$ cat src/rtl/sfc_pkg.sv
package sfc_pkg;
  localparam int WORD_W      = 32;
  localparam int B_SWFLOW    = 0;
  localparam int B_DCD_IGN   = 1;
  localparam int B_DSR_IGN   = 2;
  localparam int B_DTR_OFF   = 3;
  localparam int B_XOFF_RX   = 16;
  localparam int HW_BITS     = 5;
  localparam logic [7:0] XON_CHAR  = 8'h11;
  localparam logic [7:0] XOFF_CHAR = 8'h13;
  localparam logic [WORD_W-1:0] HW_MASK =
    WORD_W'(((1 << HW_BITS) - 1) << B_XOFF_RX);

  typedef enum logic [1:0] {
    RX_STORE = 2'd0,
    RX_DROP  = 2'd1,
    RX_CTRL  = 2'd2,
    RX_OFF   = 2'd3
  } rx_class_e;
endpackage

$ cat src/rtl/sfc_state_reg.sv
module sfc_state_reg
  import sfc_pkg::*;
(
  input  logic              clk,
  input  logic              rst,
  input  logic              wr_en,
  input  logic [WORD_W-1:0] and_mask,
  input  logic [WORD_W-1:0] xor_mask,
  input  logic [HW_BITS-1:0] hw_bits,
  output logic [WORD_W-1:0] sw_q,
  output logic [WORD_W-1:0] word,
  output logic [WORD_W-1:0] prev_q
);
  logic [WORD_W-1:0] upd;

  assign word = sw_q | (WORD_W'(hw_bits) << B_XOFF_RX);
  assign upd  = ((word & and_mask) ^ xor_mask) & ~HW_MASK;

  always_ff @(posedge clk) begin
    if (rst) begin
      sw_q   <= '0;
      prev_q <= '0;
    end else if (wr_en) begin
      sw_q   <= upd;
      prev_q <= word;
    end
  end
endmodule

$ cat src/rtl/sfc_rx_filter.sv
module sfc_rx_filter
  import sfc_pkg::*;
(
  input  logic       clk,
  input  logic       rst,
  input  logic       rx_valid,
  input  logic [7:0] rx_byte,
  input  logic       sw_flow,
  input  logic       dcd_ign,
  input  logic       dtr_off,
  input  logic       dcd_n,
  input  logic       dsr_n,
  input  logic       ri,
  output logic       fifo_wr,
  output logic [7:0] fifo_wdata,
  output logic       rx_evt,
  output logic       xoff_rx,
  output logic       dcd_q,
  output logic       dsr_q,
  output logic       ri_q,
  output logic       store_now
);
  rx_class_e cls;
  logic      is_ctrl;
  logic      carrier_rise;

  assign is_ctrl      = (rx_byte == XON_CHAR) || (rx_byte == XOFF_CHAR);
  assign carrier_rise = dcd_n & ~dcd_q;

  always_comb begin
    if (dtr_off)                cls = RX_OFF;
    else if (!dcd_ign && dcd_n) cls = RX_DROP;
    else if (sw_flow && is_ctrl) cls = RX_CTRL;
    else                        cls = RX_STORE;
  end

  assign store_now = rx_valid && (cls == RX_STORE);

  always_ff @(posedge clk) begin
    if (rst) begin
      dcd_q      <= 1'b0;
      dsr_q      <= 1'b0;
      ri_q       <= 1'b0;
      fifo_wr    <= 1'b0;
      fifo_wdata <= '0;
      rx_evt     <= 1'b0;
      xoff_rx    <= 1'b0;
    end else begin
      dcd_q   <= dcd_n;
      dsr_q   <= dsr_n;
      ri_q    <= ri;
      fifo_wr <= store_now;
      if (store_now) fifo_wdata <= rx_byte;
      rx_evt  <= !dcd_ign && (carrier_rise || (rx_valid && cls == RX_DROP));
      if (!sw_flow)
        xoff_rx <= 1'b0;
      else if (rx_valid && cls == RX_CTRL)
        xoff_rx <= (rx_byte == XOFF_CHAR);
    end
  end
endmodule

$ cat src/rtl/sfc_flow_hold.sv
module sfc_flow_hold #(
  parameter int CNT_W = 7
) (
  input  logic             clk,
  input  logic             rst,
  input  logic             sw_flow,
  input  logic             store_now,
  input  logic             fifo_rd,
  input  logic [CNT_W-1:0] fifo_free,
  input  logic [CNT_W-1:0] free_thresh,
  input  logic             take,
  output logic             hold_q,
  output logic             pend_q
);
  logic near;
  logic hold_d;

  assign near = fifo_free < free_thresh;

  always_comb begin
    hold_d = hold_q;
    if (store_now && near)      hold_d = 1'b1;
    else if (fifo_rd && !near)  hold_d = 1'b0;
  end

  always_ff @(posedge clk) begin
    if (rst) begin
      hold_q <= 1'b0;
      pend_q <= 1'b0;
    end else begin
      hold_q <= hold_d;
      if (!sw_flow)              pend_q <= 1'b0;
      else if (hold_d != hold_q) pend_q <= 1'b1;
      else if (take)             pend_q <= 1'b0;
    end
  end
endmodule

$ cat src/rtl/sfc_tx_arb.sv
module sfc_tx_arb
  import sfc_pkg::*;
(
  input  logic       clk,
  input  logic       rst,
  input  logic       tx_slot,
  input  logic       tx_valid,
  input  logic [7:0] tx_byte,
  input  logic       pend,
  input  logic       hold,
  input  logic       xoff_stop,
  input  logic       cts_n,
  input  logic       dsr_q,
  input  logic       dsr_ign,
  input  logic       dtr_off,
  output logic       take,
  output logic       tx_pop,
  output logic       tx_out_valid,
  output logic [7:0] tx_out_byte
);
  logic line_ok;
  logic send_data;

  assign line_ok   = tx_slot && !cts_n && !dtr_off && (dsr_ign || !dsr_q);
  assign take      = line_ok && pend;
  assign send_data = line_ok && !pend && tx_valid && !xoff_stop;

  always_ff @(posedge clk) begin
    if (rst) begin
      tx_pop       <= 1'b0;
      tx_out_valid <= 1'b0;
      tx_out_byte  <= '0;
    end else begin
      tx_pop       <= send_data;
      tx_out_valid <= take || send_data;
      if (take)           tx_out_byte <= hold ? XOFF_CHAR : XON_CHAR;
      else if (send_data) tx_out_byte <= tx_byte;
    end
  end
endmodule

$ cat src/rtl/serial_flow_ctrl.sv
module serial_flow_ctrl
  import sfc_pkg::*;
#(
  parameter int FIFO_DEPTH = 64,
  localparam int CNT_W = $clog2(FIFO_DEPTH + 1)
) (
  input  logic              clk,
  input  logic              rst,
  input  logic              wr_en,
  input  logic [WORD_W-1:0] and_mask,
  input  logic [WORD_W-1:0] xor_mask,
  output logic [WORD_W-1:0] ctl_word,
  output logic [WORD_W-1:0] ctl_prev,
  input  logic              rx_valid,
  input  logic [7:0]        rx_byte,
  output logic              fifo_wr,
  output logic [7:0]        fifo_wdata,
  input  logic              fifo_rd,
  input  logic [CNT_W-1:0]  fifo_free,
  input  logic [CNT_W-1:0]  free_thresh,
  input  logic              tx_valid,
  input  logic [7:0]        tx_byte,
  output logic              tx_pop,
  input  logic              tx_slot,
  output logic              tx_out_valid,
  output logic [7:0]        tx_out_byte,
  input  logic              cts_n,
  input  logic              dsr_n,
  input  logic              dcd_n,
  input  logic              ri,
  output logic              dtr_n,
  output logic              rts_n,
  output logic              rx_evt
);
  logic [WORD_W-1:0]  sw_q;
  logic [HW_BITS-1:0] hw_bits;
  logic sw_flow, xoff_rx, dcd_q, dsr_q, ri_q, store_now;
  logic hold_q, pend_q, take, xoff_stop, hold_vis;

  assign sw_flow   = sw_q[B_SWFLOW];
  assign xoff_stop = xoff_rx & sw_flow;
  assign hold_vis  = hold_q & sw_flow;
  assign hw_bits   = {ri_q, dsr_q, dcd_q, hold_vis, xoff_stop};
  assign dtr_n     = sw_q[B_DTR_OFF];
  assign rts_n     = hold_q & ~sw_flow;

  sfc_state_reg u_state (
    .clk      (clk),
    .rst      (rst),
    .wr_en    (wr_en),
    .and_mask (and_mask),
    .xor_mask (xor_mask),
    .hw_bits  (hw_bits),
    .sw_q     (sw_q),
    .word     (ctl_word),
    .prev_q   (ctl_prev)
  );

  sfc_rx_filter u_rx (
    .clk        (clk),
    .rst        (rst),
    .rx_valid   (rx_valid),
    .rx_byte    (rx_byte),
    .sw_flow    (sw_flow),
    .dcd_ign    (sw_q[B_DCD_IGN]),
    .dtr_off    (sw_q[B_DTR_OFF]),
    .dcd_n      (dcd_n),
    .dsr_n      (dsr_n),
    .ri         (ri),
    .fifo_wr    (fifo_wr),
    .fifo_wdata (fifo_wdata),
    .rx_evt     (rx_evt),
    .xoff_rx    (xoff_rx),
    .dcd_q      (dcd_q),
    .dsr_q      (dsr_q),
    .ri_q       (ri_q),
    .store_now  (store_now)
  );

  sfc_flow_hold #(.CNT_W(CNT_W)) u_hold (
    .clk         (clk),
    .rst         (rst),
    .sw_flow     (sw_flow),
    .store_now   (store_now),
    .fifo_rd     (fifo_rd),
    .fifo_free   (fifo_free),
    .free_thresh (free_thresh),
    .take        (take),
    .hold_q      (hold_q),
    .pend_q      (pend_q)
  );

  sfc_tx_arb u_tx (
    .clk          (clk),
    .rst          (rst),
    .tx_slot      (tx_slot),
    .tx_valid     (tx_valid),
    .tx_byte      (tx_byte),
    .pend         (pend_q),
    .hold         (hold_q),
    .xoff_stop    (xoff_stop),
    .cts_n        (cts_n),
    .dsr_q        (dsr_q),
    .dsr_ign      (sw_q[B_DSR_IGN]),
    .dtr_off      (sw_q[B_DTR_OFF]),
    .take         (take),
    .tx_pop       (tx_pop),
    .tx_out_valid (tx_out_valid),
    .tx_out_byte  (tx_out_byte)
  );
endmodule

$ cat config.mk
export PLATFORM = sky130hd
export DESIGN_NAME = serial_flow_ctrl
export DESIGN_NICKNAME = d
export VERILOG_FILES = /design/src/rtl/sfc_pkg.sv /design/src/rtl/sfc_state_reg.sv /design/src/rtl/sfc_rx_filter.sv /design/src/rtl/sfc_flow_hold.sv /design/src/rtl/sfc_tx_arb.sv /design/src/rtl/serial_flow_ctrl.sv
export SDC_FILE = /design/constraint.sdc
export NUM_CORES = 1
export LEC_CHECK = 0
export CORE_AREA = 4 4 88 90
export DETAILED_ROUTE_END_ITERATION = 10
export DIE_AREA = 0 0 92 94
export DONT_BUFFER_PORTS = 1
export PLACE_DENSITY = 0.75
export REMOVE_ABC_BUFFERS = 1
export SLEW_MARGIN = 30
export SYNTH_ARGS = -nofsm -noshare
export SYNTH_HDL_FRONTEND = slang
export SYNTH_SLANG_ARGS = --single-unit
$ cat constraint.sdc
create_clock -name clk -period 4.05 [get_ports clk]
set_clock_uncertainty 0.1 [all_clocks]
set_input_delay 0.405 -clock clk [delete_from_list [all_inputs] [get_ports clk]]
set_output_delay 0.405 -clock clk [all_outputs]
set_load 0.01 [all_outputs]
==> impl_metrics.ini, run 1 <==
[floorplan]
die_h_um = 94
io_pins = 191
core_area_mm2 = 0.00706
core.rowCount = 31
initial_core_util = 0.509
die_w_um = 92
die-area_mm2 = 0.00865

[place]
placed_cells = 481
dpl.hpwl_mm = 5.70
io_buffers = 0
gp_congestion = 0.753

[power_and_ir_drop]
power_density_mw_per_mm2 = 413
switching_share = 0.245
ir_drop_mv = 0.164
p_switching_uw = 379
power.internal_uw = 1170
p_clk_frac = 0.330
leakage_uw = 0.00156
p_comb_frac = 0.069
p_seq_frac = 0.601
total_power_uw = 1550

[global_routing]
antenna_found_initial = 0
grt-ovfl-total = 0
grt_max_degree = 87
grt_usage = 0.176
grt_pass1_wl_mm = 12.2
first_global_vias = 2618

[detailed_routing]
drc_errors = 0
drtAntennaViolNets = 0
vias = 2709
wl_per_cell_um = 15.6
firstDrtPassIters = 4
first_iter_violations = 63
totalWireLength_mm = 7.77
viasPerCell = 5.45

[sta]
final-setup-viol-count = 0
rsz0062_at_grt = no
fin_tns_setup_ns = 0
fin_crit_ns = 2.06
fmax_ghz = 0.486
hold_violations = 0
finalMaxSlewViolations = 0
finalCritPeriodShare = 0.508
slew_headroom = 0.601
timing.hold.ws_ns = 0.0342
tightestPinTransition_ns = 0.594

[critical_path]
arrival_ns = 2.19
cp_num_buf_inv = 0
crit_fanout = 9
path_cells = or3b_4 > nor4_4 > nor2_1 > a22oi_1 > nor2_1
reg2reg_from = u_state.sw_q[3]
r2r-end = u_tx.tx_out_byte[3]
critical-path-slowest-cell = nor4_4
cp.required_ns = 4.18
cp-start-kind = register
slowest_delay_ns = 0.54
path_common_cell = nor2_1
r2r_slack_ns = 1.99
cp-startpoint = u_state.sw_q[3]
end_kind = register
cp_top_family = simple AND/OR/NAND/NOR gates
crit_type = register to register
worst-r2r-cell-count = 5

[cells_and_area]
fin_nets = 505
layout_commonest_cell = dfxtp_1
final_util = 0.530
drive_gt1_frac = 0.0427
layout_common_cells = dfxtp_1 (85), nor2_1 (78), mux2i_1 (44)
n_antenna_cell = 0
areaGrowthSynthToFinish_pct = 4.25
instances_no_fill = 497

[cts]
clk_pin_slew_worst_paths_ns = 0.08
numCtsBuffers = 9
cts_root_buf = clkbuf_8
cts_sinks = 85
post_cts_resized = 0
clk_path_buf_depth = 2
clk_latency_ns = 0.34
cts_tree = done
h-tree-depth = 3

[run]
cap_violations = 0

[hold_path]
holdPathEnd = u_state.sw_q[11]
min-delay-start = rst
min_path_cells = 1
hp-class = input pin to register

[synth]
yosys.area.top_type = dfxtp_1
synthCells = 412
ys_seq_area_frac = 0.474
ys_warn_count = 0
syn-cell-area_mm2 = 0.00359
synth_seq_cells = 85
synth_top_area_frac = 0.474
synth_area_leaders = dfxtp_1 (47%), mux2i_1 (12%), nor2_1 (8.2%)
syn_avg_cell_area_um2 = 8.71
synth_cell_types = 28

[status]
outcome = finished, final reports clean
[worst reg2reg max path, stage by stage, from the launching register on]
cell and delay [ns]:
dfxtp_1 0.44, or3b_4 0.49, nor4_4 0.54, nor2_1 0.16, a22oi_1 0.17, nor2_1 0.06
[registers in the layout (all words and copies together) (netlist names)]
register	flops
u_tx.tx_pop	1
u_rx.fifo_wr	1
u_hold.hold_q	1
u_rx.rx_evt	1
u_rx.xoff_rx	1
u_rx.dsr_q	1
u_tx.tx_out_valid	1
u_state.sw_q	27
u_tx.tx_out_byte	8
u_rx.fifo_wdata	8
u_state.prev_q	32
u_rx.dcd_q	1
u_rx.ri_q	1
u_hold.pend_q	1
[metal layers]
layer	global-route usage	wire length, um
met1	0.201	3130
met2	0.287	3610
met3	0.0905	929
met4	0.0507	101
met5	0	0
[cell type report]
class                   count  area, um2
fillers                   655       3320
flip-flops and latches     85       1700
multi-input cells         262       1610
clock buffers              11        141
inverters                  35        131
well taps                  99        124
clock inverters             4       25.0
repair buffers              1       10.0
[what timing repair did]
action | in CTS | in global routing
hold endpoints to repair | 0 | 1
setup buffers | 0 | 0
hold buffers | 0 | 1
setup endpoints to repair | 0 | 0
[logic make-up after synthesis]
family          synth area share
mux                        0.123
compound gates             0.130
fa+ha+maj                 0.0209
buf+inv                   0.0784
simple gates               0.174
flops                      0.474
[synth_stat cells, drive strengths merged]
library cell,instances
nor2,78
nand2,39
a32oi,26
nor3b,1
and2,2
buf,12
nand3b,2
and4,1
nor4,1
dfxtp,85
nor4bb,1
a21oi,5
nand2b,3
o21ai,31
and3,1
clkbuf,18
a31oi,3
mux2i,44
ha,6
nor2b,8
or3b,1
a22oi,2
a211oi,2
a311oi,1
inv,35
nor3,3
and4b,1
[metrics by stage]
stage | area [um2] | worst slack (ns)
final | 3740 | 1.99
after global routing | 3740 | 1.81
after CTS | 3730 | 1.78
after detailed placement | 3560 | 1.78
after global placement | 3560 | 1.82
after floorplan | 3440 | 2.16
[how the worst max path moves through the flow]
stage / end / slack, ns / depth (start not counted)
2_1_floorplan: u_rx.fifo_wdata[0] / 2.16 / 5
3_3_place_gp: u_rx.fifo_wdata[0] / 1.82 / 5
3_5_place_dp: u_rx.fifo_wdata[3] / 1.78 / 5
4_1_cts: u_hold.pend_q / 1.78 / 5
5_1_grt: u_tx.tx_out_byte[3] / 1.81 / 5
6_report: u_tx.tx_out_byte[3] / 1.99 / 5
[power groups by stage]
stage / registers, uW / logic, uW / clock network, uW
6_report: 929 / 107 / 510
5_1_grt: 935 / 125 / 566
4_1_cts: 930 / 108 / 529
3_5_place_dp: 949 / 107 / 0
3_3_place_gp: 948 / 102 / 0
2_1_floorplan: 936 / 93.4 / 0
No activity file was read; power rests on OpenSTA's default activity.
==> run 2, diff against run 1 <==
--- a/config.mk
+++ b/config.mk
@@ -5,6 +5,7 @@
 export SDC_FILE = /design/constraint.sdc
 export NUM_CORES = 1
 export LEC_CHECK = 0
+export ABC_AREA = 1
 export CORE_AREA = 4 4 88 90
 export DETAILED_ROUTE_END_ITERATION = 10
 export DIE_AREA = 0 0 92 94
==> constraint.sdc (replaced) <==
create_clock -name clk -period 2.15 [get_ports clk]
set_clock_uncertainty 0.1 [all_clocks]
set_input_delay 0.215 -clock clk [delete_from_list [all_inputs] [get_ports clk]]
set_output_delay 0.215 -clock clk [all_outputs]
set_load 0.01 [all_outputs]
==> impl_metrics.ini, run 2 <==
[power_and_ir_drop]
ir_drop_mv = 0.546
power_density_mw_per_mm2 = 762
leakage_uw = 0.00182

[sta]
fmax_ghz = 0.507
tightestPinTransition_ns = 0.334
rsz0062_at_grt = no
final-setup-viol-count = 0
finalCritPeriodShare = 0.918
finalMaxSlewViolations = 0
slew_headroom = 0.772
fin_tns_setup_ns = 0
hold_violations = 0
fin_crit_ns = 1.97

[critical_path]
r2r_slack_ns = 0.18
path_common_cell = nand2_1
reg2reg_from = u_state.sw_q[0]
cp-startpoint = u_state.sw_q[0]
crit_fanout = 10
cp_num_buf_inv = 1
cp.required_ns = 2.34
critical-path-slowest-cell = dlygate4sd3_1
arrival_ns = 2.16
path_cells = nand2_1 > nor2_1 > nand2_2 > nand2_4 > nand2_1 > a21oi_1 > dlygate4sd3_1
end_kind = register
slowest_delay_ns = 0.55
cp-start-kind = register
crit_type = register to register
cp_top_family = simple AND/OR/NAND/NOR gates

[cts]
clk_path_buf_depth = 2
clk_latency_ns = 0.34
post_cts_resized = 0
clk_pin_slew_worst_paths_ns = 0.09
numCtsBuffers = 9
h-tree-depth = 3
cts_tree = done
cts_sinks = 85
post-cts-setup-buffers = 0
cts_root_buf = clkbuf_8

[synth]
ys_seq_area_frac = 0.472
yosysMostFrequentCell = nor2_1
synthTopCellsByCount = nor2_1 (87), dfxtp_1 (85), nand2_1 (78)
syn_avg_cell_area_um2 = 7.33
synth_seq_cells = 85
synth_area_leaders = dfxtp_1 (47%), nor2_1 (9.0%), a21oi_1 (8.6%)
synth_top_area_frac = 0.472
ys_warn_count = 0
synth-edff-count = 0
synth_cell_types = 24
syn-cell-area_mm2 = 0.00361
synthArstFlopShare = 0
synth_ff_type = dfxtp_1
yosys.area.top_type = dfxtp_1
synthCells = 492

[detailed_routing]
firstDrtPassIters = 4
vias = 3297
drc_errors = 0
wl_per_cell_um = 15.4
drtAntennaViolNets = 0
first_iter_violations = 86
viasPerCell = 5.24
totalWireLength_mm = 9.72

[status]
outcome = finished, final reports clean

[global_routing]
grt_usage = 0.217
grt_max_degree = 93
first_global_vias = 3226
grt_pass1_wl_mm = 15.0
grt-ovfl-total = 0
antenna_found_initial = 0

[place]
io_buffers = 0
dpl.hpwl_mm = 6.27
gp_congestion = 0.744
placed_cells = 563

[hold_path]
min-delay-start = and_mask[14]
hp-class = input pin to register

[cells_and_area]
drive_gt1_frac = 0.0623
fin_nets = 636
layout_commonest_cell = nor2_1
instances_no_fill = 629
layout_common_cells = nor2_1 (87), dfxtp_1 (85), nand2_1 (78)
reg_top3 = u_state.prev_q x32, u_state.sw_q x27
areaGrowthSynthToFinish_pct = 19.9
n_antenna_cell = 0
largest_reg_flops = 32
final_util = 0.613
largest_register = u_state.prev_q

[floorplan]
io_pins = 191
core.rowCount = 31
core_area_mm2 = 0.00706
die-area_mm2 = 0.00865
die_h_um = 94
die_w_um = 92
initial_core_util = 0.511

[run]
cap_violations = 0
-- run 2: path summary, 6_finish.rpt --
| kind | endpoint | cells past startpoint |
|---|---|---|
| worst max-delay path | u_rx.fifo_wdata[0] | 7 |
| worst max register to register | u_rx.fifo_wdata[0] | 7 |
| worst min register to register | u_rx.xoff_rx | 2 |
| worst min-delay path | u_state.sw_q[14] | 2 |
-- run 2: layout make-up --
| type | count | area (um2) |
|---|---|---|
| Sequential cell | 85 | 1700 |
| Tap cell | 99 | 124 |
| Timing Repair Buffer | 53 | 563 |
| Fill cell | 624 | 2730 |
| Clock inverter | 6 | 70.1 |
| Clock buffer | 10 | 128 |
| Multi-Input combinational cell | 331 | 1570 |
| Inverter | 45 | 171 |
-- run 2: per-layer routing --
metal,vias up,track usage,part of all wire
met5,-,0,0
met4,0,0.0903,0.023
met3,18,0.0761,0.074
met2,124,0.383,0.51
met1,1503,0.237,0.39
li1,1652,-,-
-- run 2: where the power goes --
group          switching (uW)  internal, uW  leakage [uW]
Clock                     573           546     0.0000895
Sequential                114          1670      0.000700
Combinational             220           177       0.00103
-- run 2: what timing repair did --
| item | in CTS | in global routing |
|---|---|---|
| endpoints found under the setup margin | 0 | 0 |
| endpoints found under the hold margin | 85 | 0 |
| hold buffers | 50 | 0 |
-- run 2: cell families after synthesis --
kind of cell	count (synthesis)	synth area share
AOI/OAI and AO/OA	123	0.184
DFF	85	0.472
and+or+nand+nor	202	0.230
buffers and inverters	76	0.0936
adders and majority gates	6	0.0208
-- run 2: metrics by stage --
| stage | instance area [um2] | setup WS, ns | total power (uW) | hold WS (ns) |
|---|---|---|---|---|
| 6_report | 4330 | 0.177 | 3300 | 0.0384 |
| 5_1_grt | 4330 | 0.0689 | 3460 | 0.0224 |
| 4_1_cts | 4330 | 0.183 | 3330 | 0.0149 |
| 3_5_place_dp | 3600 | 0.581 | 2090 | 0.190 |
| 3_3_place_gp | 3600 | 0.609 | 2070 | 0.188 |
| 2_1_floorplan | 3440 | 0.690 | 2010 | 0.184 |
